$ cat config.mk
export PLATFORM = sky130hd
export DESIGN_NAME = audio_serial_rx
export DESIGN_NICKNAME = d
export VERILOG_FILES = /design/src/rtl/audio_rx_pkg.sv /design/src/rtl/srx_line_front.sv /design/src/rtl/srx_word_capture.sv /design/src/rtl/srx_pair_out.sv /design/src/rtl/audio_serial_rx.sv
export SDC_FILE = /design/constraint.sdc
export NUM_CORES = 1
export LEC_CHECK = 0
export BUFFER_PORTS_ARGS = -buffer_cell sky130_fd_sc_hd__buf_4
export CORE_AREA = 3 3 119 92
export DETAILED_ROUTE_END_ITERATION = 7
export DIE_AREA = 0 0 122 95
export GPL_TIMING_DRIVEN = 1
export HOLD_SLACK_MARGIN = 0.03
export PLACE_DENSITY = 0.77
export SLEW_MARGIN = 40
export SYNTH_ARGS = -nofsm -noshare
export SYNTH_HDL_FRONTEND = slang
export SYNTH_SLANG_ARGS = --single-unit
$ cat constraint.sdc
create_clock -name clk -period 2.5 [get_ports clk]
set_input_delay 0.625 -clock clk [delete_from_list [all_inputs] [get_ports clk]]
set_output_delay 0.625 -clock clk [all_outputs]
set_load 0.05 [all_outputs]
$ cat src/rtl/audio_rx_pkg.sv
package audio_rx_pkg;

    localparam int WORD_W = 20;
    localparam int LEN_W  = $clog2(WORD_W + 1);

    typedef enum logic { FMT_I2S = 1'b0, FMT_LSB = 1'b1 } fmt_e;

    typedef struct packed {
        logic             ok;
        fmt_e             fmt;
        logic [LEN_W-1:0] len;
        logic             fs384;
    } rx_cfg_t;

    typedef struct packed {
        logic              ch;    // 0 = left, 1 = right
        logic [WORD_W-1:0] data;
    } word_t;

    function automatic rx_cfg_t decode_mode(input logic [2:0] m);
        rx_cfg_t c;
        c.ok    = ~m[2];
        c.fmt   = (m[1:0] == 2'b00) ? FMT_I2S : FMT_LSB;
        c.fs384 = ~m[2] & (m[1:0] != 2'b00);
        unique case (m[1:0])
            2'b01:   c.len = LEN_W'(WORD_W - 4);
            2'b10:   c.len = LEN_W'(WORD_W - 2);
            default: c.len = LEN_W'(WORD_W);
        endcase
        return c;
    endfunction

endpackage

$ cat src/rtl/srx_line_front.sv
module srx_line_front (
    input  logic clk,
    input  logic rst,
    input  logic bclk,
    input  logic ws,
    input  logic sd,
    output logic rise,
    output logic ws_edge,
    output logic ws_old,
    output logic sd_s
);
    logic bclk_r, ws_r, sd_r, bclk_q, ws_last, primed;

    always_ff @(posedge clk) begin
        if (rst) begin
            bclk_r  <= 1'b0;
            ws_r    <= 1'b0;
            sd_r    <= 1'b0;
            bclk_q  <= 1'b0;
            ws_last <= 1'b0;
            primed  <= 1'b0;
        end else begin
            bclk_r <= bclk;
            ws_r   <= ws;
            sd_r   <= sd;
            bclk_q <= bclk_r;
            if (rise) begin
                ws_last <= ws_r;
                primed  <= 1'b1;
            end
        end
    end

    assign rise    = bclk_r & ~bclk_q;
    assign ws_edge = rise & primed & (ws_r != ws_last);
    assign ws_old  = ws_last;
    assign sd_s    = sd_r;

    // the first rise after reset only primes the word-select history
    assert_first_rise_quiet_R10: assert property (@(posedge clk) disable iff (rst)
        (rise && !primed) |-> !ws_edge);

endmodule

$ cat src/rtl/srx_word_capture.sv
module srx_word_capture
    import audio_rx_pkg::*;
#(
    parameter int W = WORD_W
) (
    input  logic    clk,
    input  logic    rst,
    input  rx_cfg_t cfg,
    input  logic    rise,
    input  logic    ws_edge,
    input  logic    ws_old,
    input  logic    sd,
    output logic    word_vld,
    output word_t   word
);
    localparam int CW = $clog2(W + 1);

    logic [CW-1:0] cnt;
    logic [W-1:0]  acc, acc_in, sh, lsb_word;

    always_comb begin
        acc_in = acc;
        if (int'(cnt) < W) acc_in[W-1-int'(cnt)] = sd;
    end

    assign lsb_word = sh << (W - int'(cfg.len));

    always_ff @(posedge clk) begin
        if (rst) begin
            cnt      <= '0;
            acc      <= '0;
            sh       <= '0;
            word_vld <= 1'b0;
            word     <= '0;
        end else begin
            word_vld <= 1'b0;
            if (rise) begin
                sh <= {sh[W-2:0], sd};
                if (ws_edge) begin
                    word_vld  <= cfg.ok;
                    word.ch   <= ws_old;
                    word.data <= (cfg.fmt == FMT_I2S) ? acc_in : lsb_word;
                    acc       <= '0;
                    cnt       <= '0;
                end else begin
                    acc <= acc_in;
                    if (int'(cnt) < W) cnt <= cnt + 1'b1;
                end
            end
        end
    end

    // the bit position counter never runs past the word width
    assert_cnt_bound_R3: assert property (@(posedge clk) disable iff (rst)
        int'(cnt) <= W);

    // completed words are separate single-cycle events
    assert_word_pulse_R7: assert property (@(posedge clk) disable iff (rst)
        word_vld |=> !word_vld);

endmodule

$ cat src/rtl/srx_pair_out.sv
module srx_pair_out
    import audio_rx_pkg::*;
#(
    parameter int W = WORD_W
) (
    input  logic         clk,
    input  logic         rst,
    input  logic         word_vld,
    input  word_t        word,
    output logic         valid,
    output logic [W-1:0] left,
    output logic [W-1:0] right
);
    logic [W-1:0] left_hold;
    logic         have_left;

    always_ff @(posedge clk) begin
        if (rst) begin
            left_hold <= '0;
            have_left <= 1'b0;
            valid     <= 1'b0;
            left      <= '0;
            right     <= '0;
        end else begin
            valid <= 1'b0;
            if (word_vld) begin
                if (!word.ch) begin
                    left_hold <= word.data;
                    have_left <= 1'b1;
                end else if (have_left) begin
                    left      <= left_hold;
                    right     <= word.data;
                    valid     <= 1'b1;
                    have_left <= 1'b0;
                end
            end
        end
    end

    // strobe is one cycle wide
    assert_single_strobe_R7: assert property (@(posedge clk) disable iff (rst)
        valid |=> !valid);

    // a pair is only emitted after a left word was held
    assert_left_before_right_R7: assert property (@(posedge clk) disable iff (rst)
        valid |-> $past(have_left));

    // outputs hold between strobes
    assert_pair_held_R7: assert property (@(posedge clk) disable iff (rst)
        !valid |-> ($stable(left) && $stable(right)));

endmodule

$ cat src/rtl/audio_serial_rx.sv
module audio_serial_rx
    import audio_rx_pkg::*;
(
    input  logic              clk,
    input  logic              rst,
    input  logic              bclk,
    input  logic              ws,
    input  logic              sd,
    input  logic [2:0]        mode,
    output logic              fmt_ok,
    output logic              ratio_384,
    output logic              pcm_valid,
    output logic [WORD_W-1:0] pcm_left,
    output logic [WORD_W-1:0] pcm_right
);
    rx_cfg_t cfg;
    logic    rise, ws_edge, ws_old, sd_s, word_vld;
    word_t   word;

    assign cfg       = decode_mode(mode);
    assign fmt_ok    = cfg.ok;
    assign ratio_384 = cfg.fs384;

    srx_line_front front_i (
        .clk(clk), .rst(rst), .bclk(bclk), .ws(ws), .sd(sd),
        .rise(rise), .ws_edge(ws_edge), .ws_old(ws_old), .sd_s(sd_s)
    );

    srx_word_capture #(.W(WORD_W)) capture_i (
        .clk(clk), .rst(rst), .cfg(cfg), .rise(rise), .ws_edge(ws_edge),
        .ws_old(ws_old), .sd(sd_s), .word_vld(word_vld), .word(word)
    );

    srx_pair_out #(.W(WORD_W)) pair_i (
        .clk(clk), .rst(rst), .word_vld(word_vld), .word(word),
        .valid(pcm_valid), .left(pcm_left), .right(pcm_right)
    );

    // an invalid code two cycles back leaves the strobe low
    assert_invalid_quiet_R9: assert property (@(posedge clk) disable iff (rst)
        !cfg.ok |=> ##1 !pcm_valid);

    // LSB-aligned lengths are limited to the three legal values
    assert_lsb_len_R5: assert property (@(posedge clk) disable iff (rst)
        (cfg.ok && cfg.fmt == FMT_LSB) |->
        (int'(cfg.len) == WORD_W || int'(cfg.len) == WORD_W - 2 || int'(cfg.len) == WORD_W - 4));

    // 16-bit LSB-aligned words leave the low four bits zero
    assert_zero_fill_R6: assert property (@(posedge clk) disable iff (rst)
        (pcm_valid && $past(mode == 3'b001, 2)) |->
        (pcm_left[3:0] == 4'h0 && pcm_right[3:0] == 4'h0));

endmodule

**Yosys cells after proc, flatten, opt, wreduce, memory -nomap -nowiden**

Cells that the tools add are included.

- Bits in registers: 135
- Input port bits: 8
- Output and inout port bits: 43
- Word-level logic and storage cells: 58

- $add $sub $neg: 3
- Order comparisons: 3
- Eq/ne operators: 3
- Shifts and indexed selects: 1
- Muxes and demuxes: 11
- Bitwise logic cells: 10
- Reductions and logical operators: 10

Operators with widths:

| cell | number |
|---|---|
| 2-to-1 mux 20 bit | 3 |
| greater-or-equal comparator 32 x 1 -> 1 bit, second input constant | 1 |
| < comparator 32 x 7 -> 1 bit, second input constant | 1 |
| left shift 20 x 32 -> 20 bit | 1 |
| bitwise mux 20 bit | 1 |
| subtractor 5 x 5 -> 6 bit, first input constant | 2 |
| 2-to-1 mux 5 bit | 2 |
| NOT 1 bit | 6 |
| one-hot mux 3 bit (2 select lines) | 1 |
| AND reduction 2 bit | 3 |
| OR reduction 3 bit | 2 |
| adder 5 x 1 -> 5 bit, second input constant | 1 |
| demux 1 bit (select 5 bit) | 1 |
| < comparator 5 bit, second input constant | 1 |
| AND 1 bit | 4 |
| nonzero test 2 bit | 2 |
| 2-to-1 mux 1 bit | 3 |
| AND reduction 3 bit | 1 |
| == test 2 x 1 -> 1 bit, second input constant | 1 |
| == test 2 bit, second input constant | 1 |
| logical NOT 2 bit | 1 |
| logical AND 1 bit | 1 |
| inequality test 1 bit | 1 |

**Longest topological paths before layout**

- Word-level depth: 8
- Depth in mapped cells: 8

**Hierarchy**

A second synthesis with hierarchy kept.

- Cell total of the unflattened synthesis: 812
- Area total of the unflattened synthesis: 6822.8 µm²

By module, submodules not included:

| module | instances | cells each | area each (µm²) |
|---|---|---|---|
| srx_word_capture | 1 | 516 | 4413.0 |
| srx_pair_out | 1 | 269 | 2148.3 |
| srx_line_front | 1 | 17 | 206.4 |
| audio_serial_rx | 1 | 10 | 55.1 |

**Least setup slack after synthesis**

OpenSTA, ideal clock, no wires.

- Kind: input port to output port
- From: in mode[0]
- To: out ratio_384
- Arrival: 1.553 ns
- Required time: 1.875 ns
- Path slack: 0.322 ns
- Stages: 3
- Path buffers: 0
- Cell sequence: inv_1 ha_1 nor2_1

- Cells in the longest elaborated chain, start to end: 2

RTL lines:

| what | RTL line | source |
|---|---|---|
| start: declaration | audio_serial_rx.sv:9 | `input logic [2:0] mode,` |
| nonzero test 2 bit | audio_rx_pkg.sv:24 | `c.fs384 = ~m[2] & (m[1:0] != 2'b00);` |
| AND 1 bit | audio_rx_pkg.sv:24 |  |
| end: declaration | audio_serial_rx.sv:11 | `output logic ratio_384,` |

Every way passes these cells.

**Worst setup path after layout**

- From: reg capture_i.cnt[2]
- To: reg, netlist name capture_i.word[10]

- Cells in the longest elaborated chain, start to end: 8
- Elaborated cells between the ends (all ways): 10
- Classes of those cells: add/sub: 1; order compare: 3; mux: 5; reduce/logical: 1

RTL lines:

| what | RTL line | source |
|---|---|---|
| start: declaration | srx_word_capture.sv:18 | `logic [CW-1:0] cnt;` |
| subtractor 5 x 5 -> 6 bit | srx_word_capture.sv:23 | `if (int'(cnt) < W) acc_in[W-1-int'(cnt)] = sd;` |
| greater-or-equal comparator 32 x 1 -> 1 bit (not written as such) or < comparator 32 x 7 -> 1 bit (tied branches) | srx_word_capture.sv:23 |  |
| logical AND 1 bit (not written as such) | srx_word_capture.sv:23 |  |
| 2-to-1 mux 1 bit (not written as such) | srx_word_capture.sv:23 |  |
| demux 1 bit (select 5 bit) | -- |  |
| bitwise mux 20 bit | srx_word_capture.sv:23 |  |
| 2-to-1 mux 20 bit (*) | srx_word_capture.sv:23 |  |
| 2-to-1 mux 20 bit (*) | srx_word_capture.sv:42 | `word.data <= (cfg.fmt == FMT_I2S) ? acc_in : lsb_word;` |

Mark *: on every way between the ends. The rest lies on a longest branch, timed or not.
A chain may end at the register's enable or synchronous reset.

==> flow_summary.yaml <==
timing:
  setup_viol: 0
  finClkSkew_ps: 5.87
  slew_headroom: 0.548
  fmax_ghz: 0.418
  rsz0062_at_grt: "false"
  fin_crit_ps: 2390
  finalCritPeriodShare: 0.956
  maxSlewViolCount: 0
  tightest_slew_ps: 678
  hold_violations: 0
  setup_tns_ps: 0
clocking:
  path_clk_slew_ps: 60
  cts_setup_buffers: 0
  clk-insertion-delay-late_ps: 410
  clk_path_buf_depth: 2
  htree_levels: 4
  cts_resized: 0
  ctsHoldBuffers: 0
  clkSinkCount: 135
  clock-root-buffer: "clkbuf_16"
  cts_tree: "built"
  cts_buffers: 17
logic_synthesis:
  synth_top_family_by_area: "simple AND/OR/NAND/NOR gates"
  ys_warn_count: 0
  syn_area_per_cell_sq_um: 8.23
  synth_seq_cells: 135
  synth_top_area_cell: "dfxtp_1"
  synth_edf_count: 0
  ys_seq_area_frac: 0.475
  synth_top_area_share: 0.475
  synthMuxAreaShare: 0.0860
  synthSimpleGateAreaFrac: 0.197
  netlist_instances: 692
  async_reset_ff_frac: 0
  synth-main-ff-cell: "dfxtp_1"
  synthTopCellsByArea: "dfxtp_1 47%, nand2_1 14%, a21oi_1 9.1%"
  synth-xor-area-share: 0.00594
  synth-compound-area-share: 0.164
  synth_nets: 711
  synthAdderAreaFrac: 0.0242
  syn-cell-area_sq_um: 5690
  yosys.cell_types.count: 36
cells_and_area:
  multi_input_area_sq_um: 2720
  drive_above_1_share: 0.159
  nets: 747
  seq_area_sq_um: 2700
  syn_to_final_growth_pct: 20.2
  diodes: 0
  fill_cells: 770
critical_path:
  cpPeakStageDelay_ps: 550
  required_ps: 2780
  crit_slowest_cell: "dfxtp_1"
  critPathKind: "reg2reg"
  worstPathCellList: "inv_1 > ha_1 > nor2b_1 > o211ai_1 > mux2i_2 > o221ai_1"
  end_kind: "flop"
  crit_fanout: 12
  critPathLaunchType: "flop"
  arrival_ps: 2670
placed_design:
  port_buffers: 50
  routabilityCongestion: 0.847
  hpwl_mm: 9.62
detailed_routing:
  maxUsedRoutingLayer: "met5"
  route.detailed.drc: 0
  wl_met3_um: 964
  ant_nets: 0
  dr.pass1.iters: 6
  met1Wirelength_mm: 6.55
  drt_iter0_drc: 581
  via_per_inst: 5.73
  wirelength_mm: 14.6
  wl_per_cell_um: 16.7
  vias: 5004
  wl_met2_mm: 6.87
power:
  power_leakage_nw: 2.56
  pwr_density_cell_nw_per_um2: 751
  finalPower_mw: 5.14
  irDropWorstVdd_uv: 546
floorplanning:
  dieWidth_um: 122
  start_util: 0.585
  dieArea_sq_um: 11600
  pin_count: 51
  std_cell_rows: 31
  die_y_um: 95
  core-area_sq_um: 9740
grt:
  grt_start_max_net_pins: 91
  grt_pass1_vias: 4681
  grt_usage: 0.260
  grt_pass1_wl_mm: 23.4
  grt_remaining_overflow: 0
  antenna_found_initial: 0
min_path:
  min_path_type: "in2reg"
run:
  maxCapViolCount: 0
status:
  outcome: "completed"
-- critical path, delay by kind of cell (launching register included) --
family / cells / cell delay [ps]
AOI/OAI and AO/OA: 2 / 440
adders and majority gates: 1 / 420
buffers and inverters: 1 / 110
DFF: 1 / 550
muxes: 1 / 360
and+or+nand+nor: 1 / 350
-- cell families (layout without fill, tap and decap cells) --
logic type      Yosys count  after routing
buf+inv                  72            121
simple gates            261            261
fa+ha+maj                11             11
xor+xnor                  3              3
flops                   135            135
mux                      44             44
compound gates          166            166
-- cell usage after synthesis, types with 9 or more instances --
master and count:
nand2_1 209, dfxtp_1 135, a21oi_1 104, clkbuf_1 42, mux2i_1 32, o21ai_0 24, inv_1 23, o221ai_1 19
nor2_1 13, o22ai_1 12, ha_1 11, nor2b_1 10, mux2_2 9
-- routing by layer --
layer | track usage | up-vias
met4 | 0.0578 | 2
met2 | 0.421 | 175
li1 | - | 2414
met5 | 0.0491 | -
met3 | 0.0737 | 17
met1 | 0.345 | 2396
-- worst paths after layout --
kind	slack, ps	depth (start not counted)	to	from
setup reg to reg	110	6	capture_i.word[10]	capture_i.cnt[2]
hold / removal	430	2	front_i.sd_s	sd
hold reg to reg	450	2	pair_i.left[9]	pair_i.left_hold[9]
setup / recovery	110	6	capture_i.word[10]	capture_i.cnt[2]
-- power breakdown --
group | switching (mW) | total, mW | internal [mW]
logic | 0.129 | 0.192 | 0.0621
registers | 0.00952 | 2.17 | 2.16
clock network | 0.929 | 2.78 | 1.85
-- area by class of cell --
type,instances,area share
Timing Repair Buffer,66,0.0735
Inverter,23,0.0126
Clock buffer,20,0.0682
Multi-Input combinational cell,485,0.398
Clock inverter,12,0.0289
Sequential cell,135,0.395
Tap cell,132,0.0241
-- state kept, by name (all words and copies together) (netlist names) --
name	flops
capture_i.acc	20
pair_i.right	20
pair_i.have_left	1
front_i.sd_s	1
pair_i.left_hold	20
front_i.ws_r	1
front_i.primed	1
pair_i.left	20
front_i.bclk_r	1
front_i.bclk_q	1
capture_i.word	21
capture_i.word_vld	1
front_i.ws_old	1
capture_i.cnt	5
capture_i.sh	20
pair_i.valid	1
-- stage by stage --
step | util | hold WS [ps] | setup slack (ps) | instance area, sq um | cells
4_1_cts | 0.702 | 429 | 187 | 6830 | 873
5_1_grt | 0.703 | 427 | 17.2 | 6840 | 873
2_1_floorplan | - | 425 | 322 | 5690 | 692
6_report | 0.703 | 430 | 110 | 6840 | 873
3_5_place_dp | 0.634 | 444 | 155 | 6170 | 841
3_3_place_gp | 0.633 | 433 | 259 | 6160 | 840
-- cells in the final DEF, fill, tap and decap left out, types with 9 or more instances in the layout --
cell and n:
ha_1 11, nand2_1 209, clkbuf_16 17, dfxtp_1 135
nor2b_1 9, o221ai_1 19, o22ai_1 12, o21ai_0 24
a21oi_1 104, mux2i_1 31, mux2_2 9, inv_1 23
buf_4 64, nor2_1 13
(Power assumes the default switching activity.)
